[src/rtl/tseq_pkg.sv]
package tseq_pkg;
  localparam int CLS_W  = 3;
  localparam int MAX_TX = 2;
  localparam int TX_W   = $clog2(MAX_TX + 1);

  typedef enum logic [1:0] {
    TS_T1 = 2'd0,
    TS_TX = 2'd1,
    TS_TW = 2'd2,
    TS_T2 = 2'd3
  } tstate_e;

  localparam logic [CLS_W-1:0] CL_BASIC = 3'd0;
  localparam logic [CLS_W-1:0] CL_CTL3  = 3'd1;
  localparam logic [CLS_W-1:0] CL_DAT3  = 3'd2;
  localparam logic [CLS_W-1:0] CL_DRD4  = 3'd3;
  localparam logic [CLS_W-1:0] CL_CTL4  = 3'd4;
  localparam logic [CLS_W-1:0] CL_DUAL  = 3'd5;

  // number of TX states a class inserts between T1 and the tail
  function automatic logic [TX_W-1:0] tx_of(input logic [CLS_W-1:0] c);
    case (c)
      CL_CTL3, CL_DAT3: tx_of = TX_W'(1);
      CL_DRD4, CL_CTL4: tx_of = TX_W'(2);
      default:          tx_of = '0;
    endcase
  endfunction

  // control classes pick up a new wait setting one instruction earlier
  function automatic logic is_ctl(input logic [CLS_W-1:0] c);
    is_ctl = (c == CL_CTL3) || (c == CL_CTL4) || (c == CL_DUAL);
  endfunction

  // data classes count their TX states against the programmed waits
  function automatic logic is_data(input logic [CLS_W-1:0] c);
    is_data = (c == CL_DAT3) || (c == CL_DRD4);
  endfunction
endpackage

[src/rtl/tseq_rst_sync.sv]
module tseq_rst_sync (
  input  logic clk,
  input  logic rst_n,
  output logic rst_sync_n
);
  logic meta_q;

  always_ff @(posedge clk or negedge rst_n) begin
    if (!rst_n) begin
      meta_q     <= 1'b0;
      rst_sync_n <= 1'b0;
    end else begin
      meta_q     <= 1'b1;
      rst_sync_n <= meta_q;
    end
  end
endmodule

[src/rtl/tseq_wait_sel.sv]
module tseq_wait_sel
  import tseq_pkg::*;
#(
  parameter int WS_W   = 2,
  parameter int WS_RST = 3
) (
  input  logic             clk,
  input  logic             rst_n,
  input  logic             capture,
  input  logic [CLS_W-1:0] cls_in,
  input  logic [WS_W-1:0]  ws_in,
  output logic [WS_W-1:0]  wneed
);
  logic [WS_W-1:0] ws_prev_q, ws_prev_d;
  logic [WS_W-1:0] wneed_d;
  logic [WS_W-1:0] eff;
  logic [WS_W-1:0] ded;

  always_comb begin
    eff       = is_ctl(cls_in) ? ws_in : ws_prev_q;
    ded       = is_data(cls_in) ? WS_W'(tx_of(cls_in)) : '0;
    wneed_d   = wneed;
    ws_prev_d = ws_prev_q;
    if (capture) begin
      wneed_d   = (eff > ded) ? (eff - ded) : '0;
      ws_prev_d = ws_in;
    end
  end

  always_ff @(posedge clk or negedge rst_n) begin
    if (!rst_n) begin
      ws_prev_q <= WS_W'(WS_RST);
      wneed     <= '0;
    end else begin
      ws_prev_q <= ws_prev_d;
      wneed     <= wneed_d;
    end
  end
endmodule

[src/rtl/tseq_core.sv]
module tseq_core
  import tseq_pkg::*;
#(
  parameter int WS_W = 2
) (
  input  logic             clk,
  input  logic             rst_n,
  input  logic [CLS_W-1:0] cls_in,
  input  logic             wait_n,
  input  logic [WS_W-1:0]  wneed,
  output tstate_e          state,
  output logic             half,
  output logic [TX_W-1:0]  txi,
  output logic             word,
  output logic [CLS_W-1:0] cls,
  output logic             capture
);
  tstate_e          state_d, tail_state;
  logic             half_d, word_d, tail_bump;
  logic [TX_W-1:0]  txi_d;
  logic [CLS_W-1:0] cls_d;
  logic [WS_W-1:0]  twc, twc_d;

  assign capture = (state == TS_T1) && !half && !word;

  // what follows the TX run: programmed waits, then external waits, then T2
  always_comb begin
    tail_bump = 1'b0;
    if (twc < wneed) begin
      tail_state = TS_TW;
      tail_bump  = 1'b1;
    end else if (!wait_n) begin
      tail_state = TS_TW;
    end else begin
      tail_state = TS_T2;
    end
  end

  always_comb begin
    state_d = state;
    half_d  = ~half;
    txi_d   = txi;
    word_d  = word;
    twc_d   = twc;
    cls_d   = capture ? cls_in : cls;
    if (half) begin
      unique case (state)
        TS_T1: begin
          if (tx_of(cls) != '0) begin
            state_d = TS_TX;
            txi_d   = '0;
          end else begin
            state_d = tail_state;
            twc_d   = twc + WS_W'(tail_bump);
          end
        end
        TS_TX: begin
          if ((txi + TX_W'(1)) < tx_of(cls)) begin
            txi_d = txi + TX_W'(1);
          end else begin
            state_d = tail_state;
            twc_d   = twc + WS_W'(tail_bump);
          end
        end
        TS_TW: begin
          state_d = tail_state;
          twc_d   = twc + WS_W'(tail_bump);
        end
        TS_T2: begin
          state_d = TS_T1;
          twc_d   = '0;
          word_d  = (cls == CL_DUAL) && !word;
        end
      endcase
    end
  end

  always_ff @(posedge clk or negedge rst_n) begin
    if (!rst_n) begin
      state <= TS_T1;
      half  <= 1'b0;
      txi   <= '0;
      word  <= 1'b0;
      cls   <= CL_BASIC;
      twc   <= '0;
    end else begin
      state <= state_d;
      half  <= half_d;
      txi   <= txi_d;
      word  <= word_d;
      cls   <= cls_d;
      twc   <= twc_d;
    end
  end


  half_flip_chk: assert property (@(posedge clk) disable iff (!rst_n)
    half |=> !half);


  state_steady_chk: assert property (@(posedge clk) disable iff (!rst_n)
    !half |=> $stable(state));


  wait_release_chk: assert property (@(posedge clk) disable iff (!rst_n)
    (state == TS_TW && half && wait_n && twc >= wneed) |=> (state == TS_T2));
endmodule

[src/rtl/tseq_outs.sv]
module tseq_outs
  import tseq_pkg::*;
(
  input  logic             clk,
  input  logic             rst_n,
  input  tstate_e          state,
  input  logic             half,
  input  logic [TX_W-1:0]  txi,
  input  logic             word,
  input  logic [CLS_W-1:0] cls,
  output logic             strobe,
  output logic             addr_inc,
  output logic             instr_end
);
  logic            tx_strobe;
  logic [TX_W-1:0] last_tx;

  assign tx_strobe = is_ctl(cls) && (tx_of(cls) != '0);
  assign last_tx   = tx_of(cls) - TX_W'(1);

  always_comb begin
    strobe    = (state == TS_T1) || (tx_strobe && state == TS_TX);
    addr_inc  = half && (tx_strobe ? (state == TS_TX && txi == last_tx)
                                   : (state == TS_T1));
    instr_end = half && (state == TS_T2) && ((cls != CL_DUAL) || word);
  end


  addr_single_chk: assert property (@(posedge clk) disable iff (!rst_n)
    addr_inc |=> !addr_inc);


  strobe_drop_chk: assert property (@(posedge clk) disable iff (!rst_n)
    addr_inc |=> !strobe);


  end_to_t1_chk: assert property (@(posedge clk) disable iff (!rst_n)
    instr_end |=> (state == TS_T1 && !half));
endmodule

[src/rtl/instr_tstate_seq.sv]
module instr_tstate_seq
  import tseq_pkg::*;
#(
  parameter int WS_W   = 2,
  parameter int WS_RST = 3
) (
  input  logic             clk,
  input  logic             rst_n,
  input  logic [CLS_W-1:0] instr_type,
  input  logic [WS_W-1:0]  iws_set,
  input  logic             wait_n,
  output logic [1:0]       tstate,
  output logic             half,
  output logic             instr_strobe,
  output logic             addr_inc,
  output logic             instr_end
);
  logic             rst_i_n;
  logic             capture, word;
  logic [WS_W-1:0]  wneed;
  logic [TX_W-1:0]  txi;
  logic [CLS_W-1:0] cls;
  tstate_e          state;

  tseq_rst_sync u_rst (
    .clk        (clk),
    .rst_n      (rst_n),
    .rst_sync_n (rst_i_n)
  );

  tseq_wait_sel #(.WS_W(WS_W), .WS_RST(WS_RST)) u_wsel (
    .clk     (clk),
    .rst_n   (rst_i_n),
    .capture (capture),
    .cls_in  (instr_type),
    .ws_in   (iws_set),
    .wneed   (wneed)
  );

  tseq_core #(.WS_W(WS_W)) u_core (
    .clk     (clk),
    .rst_n   (rst_i_n),
    .cls_in  (instr_type),
    .wait_n  (wait_n),
    .wneed   (wneed),
    .state   (state),
    .half    (half),
    .txi     (txi),
    .word    (word),
    .cls     (cls),
    .capture (capture)
  );

  tseq_outs u_outs (
    .clk       (clk),
    .rst_n     (rst_i_n),
    .state     (state),
    .half      (half),
    .txi       (txi),
    .word      (word),
    .cls       (cls),
    .strobe    (instr_strobe),
    .addr_inc  (addr_inc),
    .instr_end (instr_end)
  );

  assign tstate = state;
endmodule

[config.mk]
export PLATFORM = sky130hd
export DESIGN_NAME = instr_tstate_seq
export DESIGN_NICKNAME = d
export VERILOG_FILES = /design/src/rtl/tseq_pkg.sv /design/src/rtl/tseq_rst_sync.sv /design/src/rtl/tseq_wait_sel.sv /design/src/rtl/tseq_core.sv /design/src/rtl/tseq_outs.sv /design/src/rtl/instr_tstate_seq.sv
export SDC_FILE = /design/constraint.sdc
export NUM_CORES = 1
export LEC_CHECK = 0
export CORE_ASPECT_RATIO = 0.75
export CORE_UTILIZATION = 54
export CTS_BUF_LIST = sky130_fd_sc_hd__clkbuf_16
export CTS_CLUSTER_DIAMETER = 100
export DETAILED_ROUTE_END_ITERATION = 10
export GPL_ROUTABILITY_DRIVEN = 0
export PLACE_DENSITY = 0.8
export SETUP_SLACK_MARGIN = 0.2
export SLEW_MARGIN = 30
export SYNTH_ARGS = -nofsm -noshare
export SYNTH_HDL_FRONTEND = slang
export SYNTH_SLANG_ARGS = --single-unit
[constraint.sdc]
create_clock -name clk -period 2.05 [get_ports clk]
set_input_delay 0.3075 -clock clk [delete_from_list [all_inputs] [get_ports clk]]
set_output_delay 0.3075 -clock clk [all_outputs]
set_load 0.01 [all_outputs]
**Word-level counts from Yosys, hierarchy flattened**

Cells that the tools add are included.

- Logic and storage cells: 89
- Output and inout bits: 6
- Bits of input ports: 8
- Register bits: 17

- Add/sub/neg operators: 4
- Multiplexer cells: 22
- Reduce and logical (&&, ||, !) cells: 30
- Eq/ne operators: 19
- Bitwise logic cells: 1
- Magnitude comparators: 3

Operator list:

| operator | count |
|---|---|
| 2-to-1 mux 2 bit | 14 |
| case mux 2 bit (4 select lines) | 2 |
| == test 3 x 2 -> 1 bit (second input constant) | 4 |
| == test 3 bit (second input constant) | 4 |
| case mux 2 bit (2 select lines) | 3 |
| logical AND 1 bit | 9 |
| OR reduction 2 bit | 4 |
| logical OR 1 bit | 7 |
| == test 3 x 1 -> 1 bit (second input constant) | 2 |
| inequality test 2 bit (second input constant) | 3 |
| nonzero test 2 bit | 3 |
| == test 2 bit (second input constant) | 2 |
| < comparator 2 bit | 2 |
| AND reduction 2 bit | 2 |
| AND reduction 4 bit | 1 |
| 2-to-1 mux 1 bit | 3 |
| inequality test 3 bit (second input constant) | 1 |
| AND reduction 3 bit | 1 |
| adder 2 x 1 -> 2 bit | 1 |
| adder 2 x 1 -> 2 bit (second input constant) | 1 |
| == test 2 x 1 -> 1 bit (second input constant) | 1 |
| == test 2 bit | 1 |
| greater-than comparator 2 bit | 1 |
| logical NOT 1 bit | 2 |
| other kinds (5) | 5 |

**Depth between registers and ports, before layout**

Gate-level depths: netlist of the first run.

- Word-level depth: 8
- Mapped depth: 10
- Depth with buffers taken out: 10

**Cells and area by module**

From an unflattened synthesis of the first run, not the netlist that was laid out.

- Cell total of the unflattened synthesis: 115
- Area total of the unflattened synthesis: 1153.6 um^2

By module, submodules not included:

| module | cells an instance | times used | area an instance (um^2) | seq. area each (um^2) |
|---|---|---|---|---|
| tseq_core | 74 | 1 | 718.2 | 275.3 |
| tseq_wait_sel | 21 | 1 | 269.0 | 102.6 |
| tseq_outs | 17 | 1 | 112.6 | 0.0 |
| tseq_rst_sync | 3 | 1 | 53.8 | 50.0 |

**Least setup slack after synthesis of the first run**

Ideal clock, no wire load.

- Kind: reg-to-reg
- From: reg u_core.cls[1]
- To: reg u_core.txi[1]
- Cell stages (with the launch flop): 10
- Arrival: 2.241 ns
- Library setup time: 0.116 ns
- Period minus slack after synthesis: 2.356 ns
- Buffers on the path: 0
- Slack: -0.306 ns
- Data required time: 1.934 ns
- Path through: dfrtp_1 > xor2_1 > nand2b_1 > ha_1 > or2_2 > ha_1 > nor2b_4 > nor3b_1 > mux2_2 > o311ai_0

- Cells in the longest elaborated chain, start to end: 8
- Elaborated cells between the ends (all ways): 16
- Classes of those cells: order compare: 1; eq/ne: 6; mux: 5; reduce/logical: 4

Ends and longest elaborated chain:

| item | line | source |
|---|---|---|
| start: declaration | tseq_core.sv:15 | `output logic [CLS_W-1:0] cls,` |
| start signal: assignment | tseq_core.sv:91 | `cls <= cls_d;` |
| == test 3 x 2 -> 1 bit (tied with other cells) | tseq_pkg.sv:22 | `case (c)` |
| OR reduction 2 bit | tseq_pkg.sv:22 |  |
| case mux 2 bit (2 select lines) (*) | tseq_pkg.sv:22 |  |
| 2-to-1 mux 2 bit | tseq_core.sv:47 | `unique case (state)` |
| 2-to-1 mux 2 bit | tseq_core.sv:46 | `if (half) begin` |
| < comparator 2 bit or nonzero test 2 bit (tied branches) | tseq_core.sv:58, tseq_core.sv:49 |  |
| inequality test 2 x 1 -> 1 bit (no line) or inequality test 2 bit (tied branches) | -- |  |
| AND reduction 4 bit (no line) (*) | -- |  |
| end signal: assignment | tseq_core.sv:89 | `txi <= txi_d;` |
| end: declaration | tseq_core.sv:13 | `output logic [TX_W-1:0] txi,` |

Mark *: on every way between the ends. The rest lies on a longest branch, timed or not. The select of a mux whose other input is x is not followed.
A chain may end at the register's enable or synchronous reset.

**Worst setup path in the final report of the first run**

- From: reg u_core.cls[1]
- To: reg u_core.state[1]

- Cells in the longest elaborated chain, start to end: 8
- Elaborated cells between the ends (all ways): 17
- Classes of those cells: order compare: 1; eq/ne: 5; mux: 7; reduce/logical: 4

Ends and longest elaborated chain:

| item | line | source |
|---|---|---|
| == test 3 x 2 -> 1 bit (tied with other cells) | tseq_pkg.sv:22 |  |
| OR reduction 2 bit | tseq_pkg.sv:22 |  |
| case mux 2 bit (2 select lines) (*) | tseq_pkg.sv:22 |  |
| 2-to-1 mux 2 bit | tseq_core.sv:47 |  |
| 2-to-1 mux 2 bit | tseq_core.sv:46 |  |
| < comparator 2 bit or nonzero test 2 bit (tied branches) | tseq_core.sv:58, tseq_core.sv:49 |  |
| inequality test 2 bit (no line) or 2-to-1 mux 2 bit (tied branches) | -- |  |
| AND reduction 2 bit (no line) or case mux 2 bit (4 select lines) (tied branches) | -- |  |
| end signal: assignment | tseq_core.sv:87 | `state <= state_d;` |
| end: declaration | tseq_core.sv:11 | `output tstate_e state,` |

Marked as above.

==> results.md, run 1 <==
- The startpoint of the lowest-slack register-to-register path is u_core.cls[1]$_DFFE_PN0P_.
- For this run, the detailed router's first-pass iteration total came to 4.
- The first-pass GRT wire length is about 4300 um.
- After detailed routing, the average wire length per cell comes to 17.0 um.
- Clock-pin slew was measured on the worst setup and hold paths at 0.05 ns.
- The slew at the pin with the worst max-slew slack is approximately 0.64 ns.
- The total clock sinks is 17.
- After synthesis, the cell types taking the most area are sky130_fd_sc_hd__dfrtp_1 (33%), sky130_fd_sc_hd__ha_1 (12%), sky130_fd_sc_hd__mux2_2 (9.0%), sky130_fd_sc_hd__dfstp_2 (4.7%), sky130_fd_sc_hd__o21ai_0 (3.1%).
- The count of different cell masters after synthesis is 34.
- The number of warnings issued by yosys is 0.
- The effective utilization at floorplan is 0.615.
- The initial antenna violation count is 0.
- The worst stage delay on the critical path is 0.42 ns.
- The arrival time at the worst endpoint is about 2.4 ns.
- In this run, synthesis inferred 0 flip-flops with an integrated enable.
- VDD sags by at most 1.21 mV.
- From bottom edge to top edge, the die measures about 42 um.
- The critical path contains buffers and inverters numbering 0 combined.
- The reg-to-reg setup timing slack is -0.26 ns.
- Clock latency on the worst-skew pair, taken at its later pin, is between 0.2 and 0.3 ns.
- The logic depth of the worst path, buffers included is 9.
- Wires add up to between 2000 and 3000 um.
- The longest clock path from root to sink contains 2 buffers.
- The total grt overflow is 0.
- The initial DRC count is 22.
- For this run, design rule violations remaining after detail routing come to 0.
- The fraction of synthesis flops using an asynchronous set or reset pin is 1.00.
- The worst reg2reg path endpoint is u_core.state[1]$_DFFE_PN0P_.
- The number of cells on the worst reg-to-reg path is 9.
- The minimum period implied by the final worst setup slack is ~2.3 ns.
- The top cell types in the final layout, fill and taps aside, are sky130_fd_sc_hd__buf_4 (16), sky130_fd_sc_hd__dfrtp_1 (14), sky130_fd_sc_hd__inv_1 (9).
- The net total in the final layout is 161.
- The checks that failed: setup timing.
- In this run, CTS created clock tree buffers numbering 3.
- The min-delay analysis places its worst path in the category in2async.
- The floorplan step set the die width to 54.8 um.
- Setup repair after global routing could not meet its margin everywhere.
- The maximum number of pins on one net before global-route repair is 16.
- The endpoint kind of the worst setup timing path is a flop.
- In this run the remaining antenna-violating nets after routing total 0.
- The part of the Yosys area used for sequential elements is 0.379.
- The mapped netlist covers 1130 um2.
- In this run the count of I/O pins placed on the die edge is 14.
- The TritonCTS clock tree is done.
- The predominant post-synthesis flop cell is sky130_fd_sc_hd__dfrtp_1.
- Before CTS, the worst setup slack after placement is -0.364 ns.
- The overall global routing resource usage is 0.274.
- Synthesis produced ~110 cells.
- The max-slew violation count is 0.
- Across the run, the number of max-cap violations was 0.
- The root buffer cell is sky130_fd_sc_hd__clkbuf_16.
- The worst setup path is launched from a flop.
- The layout overhead on the synthesized area is 39.5%.
- The core region is ~1800 um2.
- The count of final hold-check violations is 0.
- In this run the number of H-tree levels came out at 1.
- The post-detailed-placement cell area is roughly 1400 um2.
- Across the routed clock network, the largest skew measured is 0.00221 ns.
- In the final timing run, aggregate negative setup slack is -1.09 ns.
- Static timing analysis puts the maximum clock frequency at 434 MHz.
- The data required time at the worst endpoint is about 2.2 ns.
- The relative slew slack is 0.576.
- In the routed layout, each cell is associated on average with a via count of 5.73.
- Of all nets on the critical path, the largest fanout is 5.
- By startpoint and endpoint, the worst setup path is classified as reg2reg.
- The area share of the largest cell type after synthesis is 0.332.
- The number of antenna repair diodes is 0.
- The die area is 2280 um2.
- The worst hold-check slack is 0.217 ns.
- The power density over the cells is 1690 nW/um2.
- The post-layout worst setup margin is -0.255 ns.
- The launch point of the critical path is u_core.cls[1]$_DFFE_PN0P_.
- The largest area contributor in the synthesized netlist is sky130_fd_sc_hd__dfrtp_1.
- In the finished design, the share of the clock period the worst path needs comes to 1.12.
- The library cell used most frequently in the layout, excluding fill and tap cells, is sky130_fd_sc_hd__buf_4.
- The number of rows created at floorplan is 13.
- The analysis attributes to cell leakage a power of 0.716 nW.
- Traced cell by cell, the critical path runs through xor2_1 -> nand2b_1 -> ha_2 -> or2_4 -> ha_4 -> nor2b_4 -> nor2_4 -> a21oi_4 -> mux2_4.
- In the final layout, the share of cells above drive strength 1 is 0.357.
- With fillers left out, the area of the finished cells amounts to between 1500 and 2000 um2.
- The slowest library cell on the worst path is sky130_fd_sc_hd__dfrtp_1.
- The timing endpoint of the critical path is u_core.state[1]$_DFFE_PN0P_.
- Among cell families on the critical path, the largest total delay comes from simple AND/OR/NAND/NOR gates.
- In this run, synthesis produced a sequential element count of 17.
- The synthesized netlist net count is 128.
- Port buffering added 13 buffers.
- The synthesized area per cell is 10.5 um2.
- The estimated wirelength of the detail-placed design is between 1500 and 2000 um.
- Summing over every cut layer, the via total after detailed routing is 929.
- The via count of the first global-routing pass is 942.
- Setup violations remaining at the end of the flow were counted as 8.
- Hold repair after CTS inserted 0 buffers.
- The flow ran to the end, but the final reports show violations.
[cell type report]
| class | instances | area (um2) |
|---|---|---|
| inverter | 8 | 30.0 |
| multi-input combinational | 82 | 776 |
| clock buffer | 3 | 75.1 |
| fill | 99 | 262 |
| timing repair buffer | 29 | 235 |
| sequential | 17 | 429 |
| clock inverter | 1 | 3.75 |
| tap | 22 | 27.5 |
[how the worst min path moves through the flow]
stage	cells after the start	to	start
2_1_floorplan	0	u_rst.meta_q$_DFF_PN0_	rst_n
3_3_place_gp	0	u_core.cls[1]$_DFFE_PN0P_	u_rst.rst_sync_n$_DFF_PN0_
3_5_place_dp	0	u_core.cls[1]$_DFFE_PN0P_	u_rst.rst_sync_n$_DFF_PN0_
4_1_cts	1	u_rst.rst_sync_n$_DFF_PN0_	rst_n
5_1_grt	1	u_rst.rst_sync_n$_DFF_PN0_	rst_n
6_report	1	u_rst.rst_sync_n$_DFF_PN0_	rst_n
[metal layers]
| layer | vias to the layer above | GRT usage | wire length (um) |
|---|---|---|---|
| li1 | 445 | - | - |
| met1 | 447 | 0.319 | 1150 |
| met2 | 31 | 0.451 | 1370 |
| met3 | 6 | 0.103 | 186 |
| met4 | 0 | 0.0872 | 46 |
| met5 | - | 0 | 0 |
[logic make-up after synthesis]
logic type | count (synthesis) | synth area share
simple gates | 37 | 0.200
compound gates | 19 | 0.123
flops | 17 | 0.379
fa+ha+maj | 12 | 0.140
mux | 10 | 0.0986
buf+inv | 9 | 0.0332
xor+xnor | 3 | 0.0233
other cells | 1 | 0.00332
[timing repair]
action,CTS,global route
resized for setup,20,7
endpoints found under the setup margin,11,14
pin swaps,7,3
cloned,0,0
setup buffers,4,3
[state kept, by name, indices dropped and copies added, names as in the netlist]
name,flops
u_core.word,1
u_rst.rst_sync_n,1
u_core.txi,2
u_wsel.wneed,2
u_rst.meta_q,1
u_core.cls,3
u_core.twc,2
u_wsel.ws_prev_q,2
u_core.half,1
u_core.state,2
[power by group]
part	switching, mW	internal (mW)
logic	0.808	0.832
registers	0.149	0.486
clock network	0.125	0.259
[worst reg2reg max path: cells and delay by family (launching register included)]
family	cells	cell delay [ns]
AND/OR/NAND/NOR	4	0.67
adder cells (fa/ha/maj)	2	0.46
flip-flops	1	0.42
multiplexers	1	0.31
AO/OA/AOI/OAI	1	0.18
XOR/XNOR	1	0.17
[synth_stat cells (2+ instances only)]
cell type and count:
sky130_fd_sc_hd__a21oi_1 4, sky130_fd_sc_hd__dfstp_2 2, sky130_fd_sc_hd__mux2_2 9, sky130_fd_sc_hd__inv_1 8, sky130_fd_sc_hd__o21ai_0 7, sky130_fd_sc_hd__o311ai_0 2
sky130_fd_sc_hd__nand2_1 8, sky130_fd_sc_hd__ha_1 11, sky130_fd_sc_hd__nor3b_1 3, sky130_fd_sc_hd__nor2_1 8, sky130_fd_sc_hd__nand3b_1 3, sky130_fd_sc_hd__nand4_1 2
sky130_fd_sc_hd__xor2_1 3, sky130_fd_sc_hd__dfrtp_1 15, sky130_fd_sc_hd__nand2b_1 4
[through the flow]
| step | cells | utilization | total power, mW |
|---|---|---|---|
| 2_1_floorplan | 108 | - | 1.53 |
| 3_3_place_gp | 151 | 0.753 | 1.84 |
| 3_5_place_dp | 151 | 0.753 | 1.93 |
| 4_1_cts | 159 | 0.822 | 2.45 |
| 5_1_grt | 162 | 0.858 | 2.84 |
| 6_report | 162 | 0.858 | 2.66 |
Note: power is estimated with default switching activity, not from simulation.
==> run 2: changes to the inputs <==
- SYNTH_HIERARCHICAL: not set -> 1
==> run 2 against run 1 <==
The run now ends clean. Maximum frequency rose by 21%. Die area is 2.0% higher. Hold slack improved by 0.0056 ns. Largest power group unchanged.
==> results.md, run 2 <==
- The run finished with clean final reports.
- The worst pin sits at a relative slew slack of 0.586.
- The total clock sinks is 17.
- Dividing the synthesized area by the synthesized cell count gives around 10 um2.
- The worst register-to-register path has a depth of 8.
- The number of rows created at floorplan is 14.
- The most used flip-flop cell after synthesis is sky130_fd_sc_hd__dfrtp_1.
- Counting the fill cells in the layout gives 141.
- The maximum operating frequency is 523 MHz.
- The Yosys step of the flow raised 6 warnings.
- The overall global routing resource usage is 0.239.
- The worst register-to-register path ends at u_core/state[0]$_DFFE_PN0P_.
- The logic depth of the worst path, buffers included is 8.
- The number of nets in the synthesized netlist is 132.
- After synthesis the netlist holds a flip-flop and latch count of 17.
- The overall die height is 42.0 um.
- For this block, the via count after detailed routing is 971.
- At the placement stage, the worst setup path has a slack of -0.123 ns.
- Global routing finished with a remaining overflow of 0.
- The initial antenna violation count is 0.
- From synthesis to final layout, the design area changed by 34.2%.
- The die area is 2330 um2.
- For this configuration, the core starts out at a cell density of 0.573.
- The static leakage power is about 0.7 nW.
- The maximum number of pins on one net before global-route repair is 16.
- The min-delay analysis places its worst path in the category in2async.
- The total negative slack is 0 ns.
- The total wire length is 2590 um.
- For the pin with the worst max-slew slack, the measured transition is 0.620 ns.
- On the worst path, the slowest cell contributes a delay of ~0.44 ns.
- Of the post-synthesis cell area, the dominant cell type holds 0.325.
- The reg-to-reg setup timing slack is 0.14 ns.
- By startpoint and endpoint, the worst setup path is classified as reg2reg.
- 0 antenna diodes ended up in the layout.
- Following the worst setup path forward leads to its endpoint at u_core/state[0]$_DFFE_PN0P_.
- The first global-routing pass estimated about 4200 um of wire.
- Setup violations remaining at the end of the flow were counted as 0.
- The endpoint kind of the worst setup timing path is a flop.
- Walking the worst path, the cells encountered are nor2_2 -> a21oi_2 -> ha_1 -> or3b_4 -> o211ai_1 -> buf_4 -> nand2_2 -> o31a_1.
- The width of the chip is between 50 and 60 um.
- The estimated wirelength of the detail-placed design is 1810 um.
- The clock arrives with between 0.0015 and 0.002 ns of skew.
- At the worst endpoint, the required time is 2.18 ns.
- Counting both buffers and inverters, the worst setup path holds a total of 1.
- Port buffering added 13 buffers.
- The fraction of synthesis flops using an asynchronous set or reset pin is 1.00.
- The register with the most flip-flops in the layout has 3 of them.
- The library cells used most frequently in the layout, excluding fill and tap cells, are sky130_fd_sc_hd__buf_4 (15), sky130_fd_sc_hd__dfrtp_1 (11), sky130_fd_sc_hd__inv_1 (10).
- In this run the cell area of the synthesized design comes to 1150 um2.
- Of all cell types, the one taking the most synthesized area is sky130_fd_sc_hd__dfrtp_1.
- The critical-path maximum fanout is 8.
- Across all setup checks in the final design, the least slack found is 0.138 ns.
- Yosys attributes the largest share of cell area to sky130_fd_sc_hd__dfrtp_1 (33%), sky130_fd_sc_hd__ha_1 (8.7%), sky130_fd_sc_hd__mux2_2 (4.9%), sky130_fd_sc_hd__dfstp_2 (4.6%), sky130_fd_sc_hd__nand2_1 (3.3%).
- TritonCTS built the clock tree.
- The slowest library cell on the worst path is sky130_fd_sc_hd__dfrtp_2.
- The number of iterations in the first detailed-routing pass is 4.
- The library cell used most frequently in the layout, excluding fill and tap cells, is sky130_fd_sc_hd__buf_4.
- Setup repair after global routing could not meet its margin everywhere.
- In the finished design, the share of the clock period the worst path needs comes to 0.932.
- The via count of the first global-routing pass is between 900 and 1000.
- In this run the number of H-tree levels came out at 1.
- Max-cap violations in this run came to 0.
- The count of pins on the block boundary is 14.
- In the synthesized netlist, the number of instances is 115.
- In this run, synthesis inferred 0 flip-flops with an integrated enable.
- Of the cells placed in the final design, the portion with a size suffix greater than 1 is 0.349.
- The root buffer cell is sky130_fd_sc_hd__clkbuf_16.
- The most common cell in the netlist is sky130_fd_sc_hd__dfrtp_1.
- Clock tree synthesis inserted a total of 3 buffers.
- The combinational family with the most area after synthesis is simple AND/OR/NAND/NOR gates.
- The power density over the cells is 1570 nW/um2.
- The residual antenna-violating net count after detailed routing is 0.
- The startpoint of the lowest-slack register-to-register path is u_core/cls[1]$_DFFE_PN0P_.
- The maximum vdd drop is 1.06 mV.
- The simple-gate area share of the yosys netlist is 0.189.
- The count of different cell masters after synthesis is 45.
- Sorting the synthesized cells by how often they occur yields sky130_fd_sc_hd__dfrtp_1 (15), sky130_fd_sc_hd__nand2_1 (10), sky130_fd_sc_hd__inv_1 (9), sky130_fd_sc_hd__ha_1 (8).
- The net total in the final layout is 164.
- The detail-routed via count per cell is between 5 and 6.
- The cell family contributing the most delay on the critical path is simple AND/OR/NAND/NOR gates.
- The post-detailed-route wirelength per cell is 15.2 um.
- The launch point of the critical path is u_core/cls[1]$_DFFE_PN0P_.
- The fraction of the mapped netlist area in adder cells is 0.104.
- The initial DRC count is 22.
- The arrival time at the worst endpoint is just over 2 ns.
- The max-slew violation count was 0.
- The minimum period implied by the final worst setup slack is 1.91 ns.
- The post-synthesis compound-gate area fraction came to 0.184.
- The floorplan step defined a core boundary enclosing 2010 um2.
- The worst setup path is launched from a flop.
- The multiplexer fraction of the synthesized cell area is 0.0792.
- The clock tree buffer depth is 2.
- Of the total synthesized cell area, the portion taken by XOR and XNOR cells is 0.0228.
- The part of the Yosys area used for sequential elements is 0.371.
- For the worst-skew pair, the clock arrives at the later sink with an insertion delay of 0.25 ns.
- Ranked by flip-flop count, first place goes to u_core/cls.
- Clock-pin slew was measured on the worst setup and hold paths at 0.05 ns.
- The count of final hold-check violations was 0.
- The DRC violation count after routing is 0.
## run 2: changes by cell type in the layout (fill, tap and decap cells not counted), moves of 3 or more
cell	before	now
sky130_fd_sc_hd__dfrtp_1	14	11
sky130_fd_sc_hd__nor2_1	7	3
sky130_fd_sc_hd__nand2_2	0	3
sky130_fd_sc_hd__o21ai_0	6	2
sky130_fd_sc_hd__o21a_1	0	4
sky130_fd_sc_hd__nor3_2	0	3
sky130_fd_sc_hd__dfrtp_2	1	4
## run 2: report_power, final
group	total [mW]	internal (mW)	switching, mW	leakage, nW
logic	1.41	0.721	0.688	0.441
registers	0.636	0.488	0.147	0.201
clock network	0.383	0.259	0.124	0.0423
## run 2: logic make-up (layout without fill, tap and decap cells)
| kind of cell | after synthesis | in the layout |
|---|---|---|
| buf+inv | 12 | 43 |
| simple gates | 37 | 37 |
| mux | 8 | 8 |
| flops | 17 | 17 |
| other cells | 1 | 1 |
| compound gates | 28 | 28 |
| xor+xnor | 3 | 3 |
| fa+ha+maj | 9 | 9 |
## run 2: worst min path at each step
stage               cells after the start                         end                  startpoint  slack [ns]
detailed placement                      0   u_core/twc[0]$_DFFE_PN0P_  u_rst/rst_sync_n$_DFF_PN0_        0.28
finish                                  1      u_rst/meta_q$_DFF_PN0_                       rst_n        0.22
floorplan                               0      u_rst/meta_q$_DFF_PN0_                       rst_n        0.01
global placement                        0   u_core/twc[0]$_DFFE_PN0P_  u_rst/rst_sync_n$_DFF_PN0_        0.28
global route                            1  u_rst/rst_sync_n$_DFF_PN0_                       rst_n        0.23
CTS                                     1  u_rst/rst_sync_n$_DFF_PN0_                       rst_n        0.22
## run 2: layout make-up
cell class	instances	area (um2)	share of cell area
tap	24	30.0	0.0194
inverter	9	33.8	0.0218
timing repair buffer	30	250	0.162
multi-input combinational	86	722	0.466
clock inverter	1	3.75	0.00243
sequential	17	433	0.280
clock buffer	3	75.1	0.0485
## run 2: repair_timing
action	4_1_cts	5_1_grt
hold buffers	0	0
gates resized for setup	16	11
buffers inserted	0	5
setup endpoints to repair	11	8
pin swaps	5	6
## run 2: metrics by stage
step | std cells | area [um2] | total power [mW] | util | hold slack (ns)
5_1_grt | 170 | 1550 | 2.60 | 0.768 | 0.226
4_1_cts | 165 | 1500 | 2.32 | 0.743 | 0.218
3_3_place_gp | 161 | 1390 | 1.78 | 0.692 | 0.276
6_report | 170 | 1550 | 2.43 | 0.768 | 0.223
2_1_floorplan | 115 | 1170 | 1.46 | - | 0.0119
3_5_place_dp | 161 | 1390 | 1.85 | 0.692 | 0.284
## run 2: routing by layer
layer | share of wire | global-route usage
met5 | 0 | 0
met3 | 0.044 | 0.0710
met2 | 0.47 | 0.378
met4 | 0.015 | 0.110
met1 | 0.47 | 0.305
